**config.mk**
```make
export PLATFORM = sky130hd
export DESIGN_NAME = mem_sleep_ctrl
export DESIGN_NICKNAME = d
export VERILOG_FILES = /design/src/rtl/mem_sleep_pkg.sv /design/src/rtl/slp_phase_fsm.sv /design/src/rtl/slp_cmd_gate.sv /design/src/rtl/mem_sleep_ctrl.sv
export SDC_FILE = /design/constraint.sdc
export NUM_CORES = 1
export LEC_CHECK = 0
export ABC_AREA = 1
export BUFFER_PORTS_ARGS = -buffer_cell sky130_fd_sc_hd__buf_4
export CORE_AREA = 4 4 41 43
export DETAILED_ROUTE_END_ITERATION = 10
export DIE_AREA = 0 0 45 47
export GPL_TIMING_DRIVEN = 1
export PLACE_DENSITY = 0.58
export SYNTH_ARGS = -nofsm -noshare
export SYNTH_HDL_FRONTEND = slang
export SYNTH_HIERARCHICAL = 1
export SYNTH_SLANG_ARGS = --single-unit
```
**constraint.sdc**
```tcl
create_clock -name clk -period 3.3 [get_ports clk]
set_input_delay 0.33 -clock clk [delete_from_list [all_inputs] [get_ports clk]]
set_output_delay 0.33 -clock clk [all_outputs]
set_load 0.05 [all_outputs]
```
**src/rtl/mem_sleep_pkg.sv**
```systemverilog
package mem_sleep_pkg;

  typedef enum logic [1:0] {
    PH_ACTIVE   = 2'd0,
    PH_ENTERING = 2'd1,
    PH_SLEEP    = 2'd2,
    PH_RECOVER  = 2'd3
  } slp_phase_t;

  // Returns {write strobe, command valid} as seen by the core.
  function automatic logic [1:0] gate_cmd(slp_phase_t ph, logic vld, logic wr);
    logic [1:0] r;
    case (ph)
      PH_ACTIVE, PH_ENTERING: r = {vld & wr, vld};
      PH_RECOVER:             r = {1'b0, vld & ~wr};
      default:                r = 2'b00;
    endcase
    return r;
  endfunction

  function automatic logic drivers_on(slp_phase_t ph);
    return ph != PH_SLEEP;
  endfunction

  function automatic logic last_tick(int unsigned cnt, int unsigned len);
    return (cnt + 1) >= len;
  endfunction

endpackage

```
**src/rtl/slp_phase_fsm.sv**
```systemverilog
module slp_phase_fsm
  import mem_sleep_pkg::*;
#(
  parameter int unsigned ENTER_CYC = 2,
  parameter int unsigned REC_CYC   = 5
) (
  input  logic       clk,
  input  logic       rst,
  input  logic       req,
  output slp_phase_t phase,
  output logic       enter_evt,
  output logic       wake_evt
);
  localparam int unsigned MAXC = (ENTER_CYC > REC_CYC) ? ENTER_CYC : REC_CYC;
  localparam int unsigned CW   = $clog2(MAXC + 1);

  slp_phase_t ph_q, ph_d;
  logic [CW-1:0] cnt_q, cnt_d;
  logic enter_done, rec_done;

  assign enter_done = last_tick(32'(cnt_q), ENTER_CYC);
  assign rec_done   = last_tick(32'(cnt_q), REC_CYC);

  always_comb begin
    ph_d  = ph_q;
    cnt_d = cnt_q;
    case (ph_q)
      PH_ACTIVE: if (req) begin
        cnt_d = '0;
        ph_d  = (ENTER_CYC <= 1) ? PH_SLEEP : PH_ENTERING;
        if (ENTER_CYC > 1) cnt_d = CW'(1);
      end
      PH_ENTERING: begin
        if (!req) begin
          ph_d  = PH_ACTIVE;
          cnt_d = '0;
        end else if (enter_done) begin
          ph_d  = PH_SLEEP;
          cnt_d = '0;
        end else begin
          cnt_d = cnt_q + CW'(1);
        end
      end
      PH_SLEEP: if (!req) begin
        ph_d  = PH_RECOVER;
        cnt_d = '0;
      end
      PH_RECOVER: begin
        if (req) begin
          ph_d  = PH_ENTERING;
          cnt_d = CW'(1);
        end else if (rec_done) begin
          ph_d  = PH_ACTIVE;
          cnt_d = '0;
        end else begin
          cnt_d = cnt_q + CW'(1);
        end
      end
      default: begin
        ph_d  = PH_ACTIVE;
        cnt_d = '0;
      end
    endcase
  end

  always_ff @(posedge clk) begin
    if (rst) begin
      ph_q  <= PH_ACTIVE;
      cnt_q <= '0;
    end else begin
      ph_q  <= ph_d;
      cnt_q <= cnt_d;
    end
  end

  assign phase     = ph_q;
  assign enter_evt = (ph_d == PH_SLEEP) && (ph_q != PH_SLEEP);
  assign wake_evt  = (ph_d == PH_ACTIVE) && (ph_q == PH_RECOVER);

  AST_SLEEP_VIA_ENTRY: assert property (@(posedge clk) disable iff (rst)
    (ph_q == PH_ENTERING && !req && ENTER_CYC > 1) |=> (ph_q == PH_ACTIVE));
  AST_WAKE_TO_RECOVER: assert property (@(posedge clk) disable iff (rst)
    (ph_q == PH_SLEEP && !req) |=> (ph_q == PH_RECOVER));
  AST_RECOVER_REENTRY: assert property (@(posedge clk) disable iff (rst)
    (ph_q == PH_RECOVER && req) |=> (ph_q == PH_ENTERING || ENTER_CYC <= 1));
  AST_SLEEP_HOLD: assert property (@(posedge clk) disable iff (rst)
    (ph_q == PH_SLEEP && req) |=> (ph_q == PH_SLEEP));

endmodule

```
**src/rtl/slp_cmd_gate.sv**
```systemverilog
module slp_cmd_gate
  import mem_sleep_pkg::*;
(
  input  logic       clk,
  input  logic       rst,
  input  slp_phase_t phase,
  input  logic       cmd_vld,
  input  logic       cmd_wr,
  output logic       core_vld,
  output logic       core_wr,
  output logic       drv_en,
  output logic       wr_err
);
  logic [1:0] g;
  logic       bad_wr;
  logic       err_q;

  assign g        = gate_cmd(phase, cmd_vld, cmd_wr);
  assign core_vld = g[0];
  assign core_wr  = g[1];
  assign drv_en   = drivers_on(phase);
  assign bad_wr   = (phase == PH_RECOVER) && cmd_vld && cmd_wr;

  always_ff @(posedge clk) begin
    if (rst)         err_q <= 1'b0;
    else if (bad_wr) err_q <= 1'b1;
  end

  assign wr_err = err_q;

  AST_ERR_STICKY: assert property (@(posedge clk) disable iff (rst)
    err_q |=> err_q);
  AST_ERR_ON_BAD_WR: assert property (@(posedge clk) disable iff (rst)
    bad_wr |=> err_q);
  AST_RECOVER_NO_WRITE: assert property (@(posedge clk) disable iff (rst)
    (phase == PH_RECOVER) |-> !core_wr);

endmodule

```
**src/rtl/mem_sleep_ctrl.sv**
```systemverilog
module mem_sleep_ctrl
  import mem_sleep_pkg::*;
#(
  parameter int unsigned ENTER_CYC = 2,
  parameter int unsigned REC_CYC   = 5
) (
  input  logic       clk,
  input  logic       rst,
  input  logic       slp_req_i,
  input  logic       cmd_vld_i,
  input  logic       cmd_wr_i,
  output logic       core_vld_o,
  output logic       core_wr_o,
  output logic       drv_en_o,
  output logic [1:0] state_o,
  output logic       wr_err_o
);
  slp_phase_t phase;
  logic enter_evt, wake_evt;

  slp_phase_fsm #(.ENTER_CYC(ENTER_CYC), .REC_CYC(REC_CYC)) u_fsm (
    .clk(clk), .rst(rst), .req(slp_req_i),
    .phase(phase), .enter_evt(enter_evt), .wake_evt(wake_evt)
  );

  slp_cmd_gate u_gate (
    .clk(clk), .rst(rst), .phase(phase),
    .cmd_vld(cmd_vld_i), .cmd_wr(cmd_wr_i),
    .core_vld(core_vld_o), .core_wr(core_wr_o),
    .drv_en(drv_en_o), .wr_err(wr_err_o)
  );

  assign state_o = phase;

  AST_SLEEP_MASKS: assert property (@(posedge clk) disable iff (rst)
    (state_o == 2'd2) |-> (!core_vld_o && !core_wr_o && !drv_en_o));
  AST_ENTRY_EVENT: assert property (@(posedge clk) disable iff (rst)
    enter_evt |=> (state_o == 2'd2));
  AST_WAKE_EVENT: assert property (@(posedge clk) disable iff (rst)
    wake_evt |=> (state_o == 2'd0));
  AST_ACTIVE_PASS: assert property (@(posedge clk) disable iff (rst)
    (state_o == 2'd0) |-> (core_vld_o == cmd_vld_i && drv_en_o));

endmodule

```
==> run_results.csv, run 1 <==
group,metric,value,unit
timing,final.setup.tns,0,ns
floorplanning,die_w,45,um
timing,max-slew-margin-rel,80.5,%
clocking,tritoncts_clock_tree,"done",
timing,worstMarginPinSlew,0.292,ns
routing,post_drt_wl_per_cell,9.10,um
placement,port-buffer-count,10,
setup_path,cp_data_arrival_time,1.20,ns
routing,remaining_drc_errors,0,
final_layout,layout-drive-gt1-share,31.3,%
setup_path,setup.worst_path.end_class,"output port",
placement,post_dp_cell_area,554,um^2
clocking,post-cts-setup-buffers,0,
setup_path,critical_path.startpoint,"u_fsm/phase[0]",
final_layout,final-seq-area,120,um^2
floorplanning,core_area,1300,um^2
setup_path,setup_crit_path_kind,"register to output port",
timing,maxSlewViolCount,0,
clocking,clockRootBuffer,"clkbuf_4",
global_route,use_met1,12.1,%
floorplanning,count_of_standard_cell_rows,13,
clocking,h-tree-depth,1,
setup_path,crit_fanout,8,
final_layout,layout-area-overhead-vs-synth,25.3,%
setup_path,crit_path_top_delay_cell,"dfxtp_1",
setup_path,worst_ep_required_time,2.97,ns
run,max_cap_viols,0,
timing,rsz0062_at_grt,"no",
synth,syn_area_per_cell,6.58,um^2
clocking,cts.path.max_buffers,2,
setup_path,path_depth,4,
setup_path,critical_path.startpoint_type,"register",
power_and_ir_drop,power.leakage,0.288,nW
setup_path,rr_endpoint,"u_fsm/phase[1]",
clocking,clock_buffers_created_by_tritoncts,3,
setup_path,crit_buf_inv,2,
final_layout,area_of_the_multi_input_gates,292,um^2
final_layout,final.fill_count,134,
outcome,status,"complete, no violations",
floorplanning,die-area,2120,um^2
clocking,clock_sink_count,6,
setup_path,critPathCapture,"core_vld_o",
power_and_ir_drop,power,205,uW
global_route,antenna_violations_before_repair,0,
clocking,postCtsHoldBufs,0,
timing,timing.fmax,653,MHz
setup_path,r2r.worst_path.cells,8,
timing,clock_skew,0.00187,ns
global_route,grt_pass1_wl,1460,um
clocking,clkLatencyLatePin,0.23,ns
setup_path,critPathMaxStageDelay,0.48,ns
global_route,grt_start_max_net_pins,9,
clocking,cts.clk_slew.worst_paths,0.04,ns
timing,final.period_utilization,46.4,%
global_route,gr-usage-met2,14.7,%
synth,syn_nets,78,
routing,drt-vias-per-instance,4.41,
final_layout,number_of_nets_in_the_finished_design,93,
timing,final_critical_path_time_including_i_o_delays_and_setup,1.53,ns
clocking,post_cts_resized,0,
synth,synthCells,70,
setup_path,regToRegSetupSlack,1.90,ns
final_layout,antenna_cells_inserted,0,
power_and_ir_drop,ir_drop,0.000196,V
floorplanning,top_level_ports,11,
synth,synth.yosys.warnings,6,
setup_path,worstPathCellList,"inv_1 > nand2_1 > and3_2 > buf_4",
routing,detailed_route_wire_length,892,um
placement,place_congestion,0.812,
routing,via_count,432,
final_layout,summed_area_of_non_filler_cells_in_the_final_layout,577,um^2
global_route,grt_use_total,9.49,%
timing,finalHoldViolCount,0,
global_route,grt_overflow_total,0,
min_path,classification_of_the_worst_slack_hold_path,"input port to register",
timing,report.final.setup_viol,0,
setup_path,critical_path.reg2reg.startpoint,"u_fsm/cnt_q[0]",
placement,detailed_place_hpwl,780,um
routing,drtAntennaViolNets,0,
final_layout,fraction_of_the_core_area_covered_by_cells_at_the_end_of_the_flow,44.3,%
global_route,via_count_of_the_first_global_routing_pass,375,
global_route,busiest_layer,"met2",
power_and_ir_drop,cellPowerDensity,355,nW/um^2
routing,initialDrtViolationCount,5,
floorplanning,chipHeight,47,um
synth,synth_area,460,um^2
setup_path,cpLargestDelayFamily,"flip-flops",
global_route,grt_use_met3,1.15,%
floorplanning,start_util,35.4,%
routing,drtPass1Iterations,4,
## metrics by stage
step                setup slack, ns  hold WS (ns)  cells
finish                         1.77         0.277     98
CTS                            1.76         0.272     98
floorplan                      1.32         0.402     70
global route                   1.68         0.271     98
global placement               1.90         0.465     95
detailed placement             1.91         0.482     95
## report_power, final
group | switching, mW | internal, mW
registers | 0.00597 | 0.0766
logic | 0.0389 | 0.0210
clock network | 0.0216 | 0.0408
total | 0.0665 | 0.138
## cell usage in the layout (no fill, tap or decap)
master,instances
a21oi_1,1
a21oi_2,1
a22oi_1,1
and3_2,1
buf_4,10
clkbuf_4,3
dfxtp_1,6
ha_1,3
inv_1,9
inv_2,4
nand2_1,20
nand2_2,1
nand3_1,4
nand3_2,1
nand4_1,1
nand4_2,1
nor2_1,9
nor2_4,2
nor3_2,2
o21ai_1,1
o21bai_1,1
o22ai_1,1
## worst min-delay path by stage
stage	start	end	slack, ns	cells after the start
floorplan	rst	u_fsm/cnt_q[1]	0.40	1
global placement	u_gate/wr_err	u_gate/wr_err	0.46	2
detailed placement	u_gate/wr_err	u_gate/wr_err	0.48	2
CTS	rst	u_fsm/cnt_q[2]	0.27	2
global route	rst	u_fsm/cnt_q[1]	0.27	2
finish	rst	u_fsm/cnt_q[2]	0.28	2
## area by class of cell
type                    instances  share of cell area, %
multi-input cells              51                   50.5
flip-flops and latches          6                   20.8
repair buffers                 10                   13.0
inverters                      13                   8.46
clock buffers                   3                   3.90
well taps                      15                   3.25
## routing by layer
metal | vias to the layer above | wire [um]
met2 | 6 | 412
li1 | 244 | -
met5 | - | 0
met1 | 180 | 442
met4 | 0 | 15
met3 | 2 | 21
## sequential cells by signal, indices dropped and copies added, names as in the netlist
signal,flops
u_fsm/phase,2
u_fsm/cnt_q,3
u_gate/wr_err,1
Power figures use the tool's default switching activity.
==> run 2: changes to the inputs <==
==> constraint.sdc (replaced) <==
create_clock -name clk -period 1.6 [get_ports clk]
set_input_delay 0.16 -clock clk [delete_from_list [all_inputs] [get_ports clk]]
set_output_delay 0.16 -clock clk [all_outputs]
set_load 0.05 [all_outputs]
==> run_results.csv, run 2 (synthesis results as in run 1) <==
group,metric,value,unit
global_route,grt_overflow_total,0,
clocking,tritoncts_clock_tree,"done",
setup_path,crit_path_top_delay_cell,"dfxtp_1",
placement,port-buffer-count,10,
timing,rsz0062_at_grt,"no",
timing,final_critical_path_time_including_i_o_delays_and_setup,1.42,ns
global_route,antenna_violations_before_repair,0,
setup_path,regToRegSetupSlack,0.19,ns
min_path,classification_of_the_worst_slack_hold_path,"input port to register",
final_layout,layout-drive-gt1-share,33.7,%
routing,drt-vias-per-instance,4.68,
power_and_ir_drop,power,433,uW
routing,drtAntennaViolNets,0,
global_route,via_count_of_the_first_global_routing_pass,408,
clocking,post-cts-setup-buffers,0,
routing,post_drt_wl_per_cell,10.3,um
routing,wirelength_met1,482,um
run,max_cap_viols,0,
min_path,hold_path_startpoint,"rst",
global_route,grt_use_total,10.8,%
final_layout,antenna_cells_inserted,0,
placement,placedCellCount,95,
routing,wl_met3,34,um
final_layout,fraction_of_the_core_area_covered_by_cells_at_the_end_of_the_flow,44.6,%
global_route,grt_pass1_wl,1590,um
setup_path,setup.worst_path.end_class,"output port",
placement,placement.setup.worst_slack,0.197,ns
clocking,post_cts_resized,0,
timing,worstMarginPinSlew,0.309,ns
routing,detailed_route_wire_length,1010,um
routing,drtPass1Iterations,2,
routing,initialDrtViolationCount,7,
power_and_ir_drop,power.leakage,0.289,nW
timing,timing.fmax,704,MHz
setup_path,setup_crit_path_kind,"register to output port",
global_route,grt_start_max_net_pins,9,
final_layout,largest_reg_flops,3,
clocking,h-tree-depth,1,
min_path,min_path_cells,2,
final_layout,layout-area-overhead-vs-synth,26.1,%
clocking,clkLatencyLatePin,0.24,ns
setup_path,critical_path.reg2reg.startpoint,"u_fsm/cnt_q[0]",
timing,final.setup.tns,0,ns
power_and_ir_drop,ir_drop,0.000375,V
min_path,worst_hold_path.endpoint,"u_gate/wr_err",
routing,detail_route_met2_wl,486,um
power_and_ir_drop,cellPowerDensity,746,nW/um^2
floorplanning,die-area,2120,um^2
setup_path,worst_ep_required_time,1.44,ns
floorplanning,core_area,1300,um^2
final_layout,layout.cells.most_common_list,"nand2_1 (19), buf_4 (10), inv_1 (9), nor2_1 (9), dfxtp_1 (5)",
placement,place_congestion,0.783,
clocking,postCtsHoldBufs,0,
clocking,clock_buffers_created_by_tritoncts,3,
placement,detailed_place_hpwl,812,um
floorplanning,count_of_standard_cell_rows,13,
clocking,cts.path.max_buffers,2,
routing,via_count,459,
setup_path,critical_path.startpoint,"u_fsm/phase[1]",
timing,final.period_utilization,88.8,%
timing,finalWorstSetupSlack,0.180,ns
outcome,status,"complete, no violations",
clocking,cts.clk_slew.worst_paths,0.04,ns
timing,clock_skew,0.00127,ns
setup_path,worstPathCellList,"nand2_1 > and3_2 > buf_4",
final_layout,stdcell_count,98,
timing,maxSlewViolCount,0,
clocking,clockRootBuffer,"clkbuf_4",
timing,report.final.setup_viol,0,
timing,hold-worst-slack,0.103,ns
placement,post_dp_cell_area,558,um^2
routing,top_layer_used,"met4",
setup_path,critPathMaxStageDelay,0.49,ns
final_layout,summed_area_of_non_filler_cells_in_the_final_layout,581,um^2
final_layout,layout.cells.most_common,"nand2_1",
floorplanning,chipHeight,47,um
floorplanning,die_w,45,um
routing,remaining_drc_errors,0,
floorplanning,start_util,35.4,%
floorplanning,top_level_ports,11,
final_layout,number_of_nets_in_the_finished_design,93,
final_layout,top_register,"u_fsm/cnt_q",
clocking,clock_sink_count,6,
setup_path,r2r.worst_path.cells,8,
setup_path,cp_data_arrival_time,1.26,ns
setup_path,critical_path.startpoint_type,"register",
timing,max-slew-margin-rel,79.4,%
setup_path,rr_endpoint,"u_fsm/phase[1]",
timing,finalHoldViolCount,0,
setup_path,crit_fanout,8,
==> run 2: changes by cell type in the layout (fill, tap and decap cells not counted) <==
cell	previous run	this run
dfxtp_1	6	5
nand2_2	1	2
nand2_1	20	19
dfxtp_2	0	1
==> run 2: how the worst max path moves through the flow <==
stage | to | slack (ns) | depth (start not counted)
floorplan | core_vld_o | 0.0007 | 2
global placement | u_fsm/phase[1] | 0.23 | 8
detailed placement | u_fsm/phase[1] | 0.20 | 8
CTS | u_fsm/phase[1] | 0.18 | 8
global route | u_fsm/phase[1] | 0.03 | 8
finish | core_vld_o | 0.18 | 3
==> run 2: worst max-delay path: cells and delay by family, from the launching register on <==
kind                   cells  cell delay (ns)
buffers and inverters      1             0.18
DFF                        1             0.49
and+or+nand+nor            2             0.34
==> run 2: cell type report <==
cell class	instances	area, um^2
multi-input cells	51	294
fillers	139	721
inverters	13	48.8
repair buffers	10	75.1
clock buffers	3	22.5
flip-flops and latches	6	121
well taps	15	18.8
==> run 2: metal layers <==
layer	up-vias	global-route usage, %
li1	244	-
met1	207	12.6
met2	6	15.3
met3	2	2.30
met4	0	12.3
met5	-	0
==> run 2: report_power, final <==
group | switching, mW | internal (mW)
clock | 0.0516 | 0.0846
combinational | 0.0810 | 0.0438
sequential | 0.0134 | 0.158
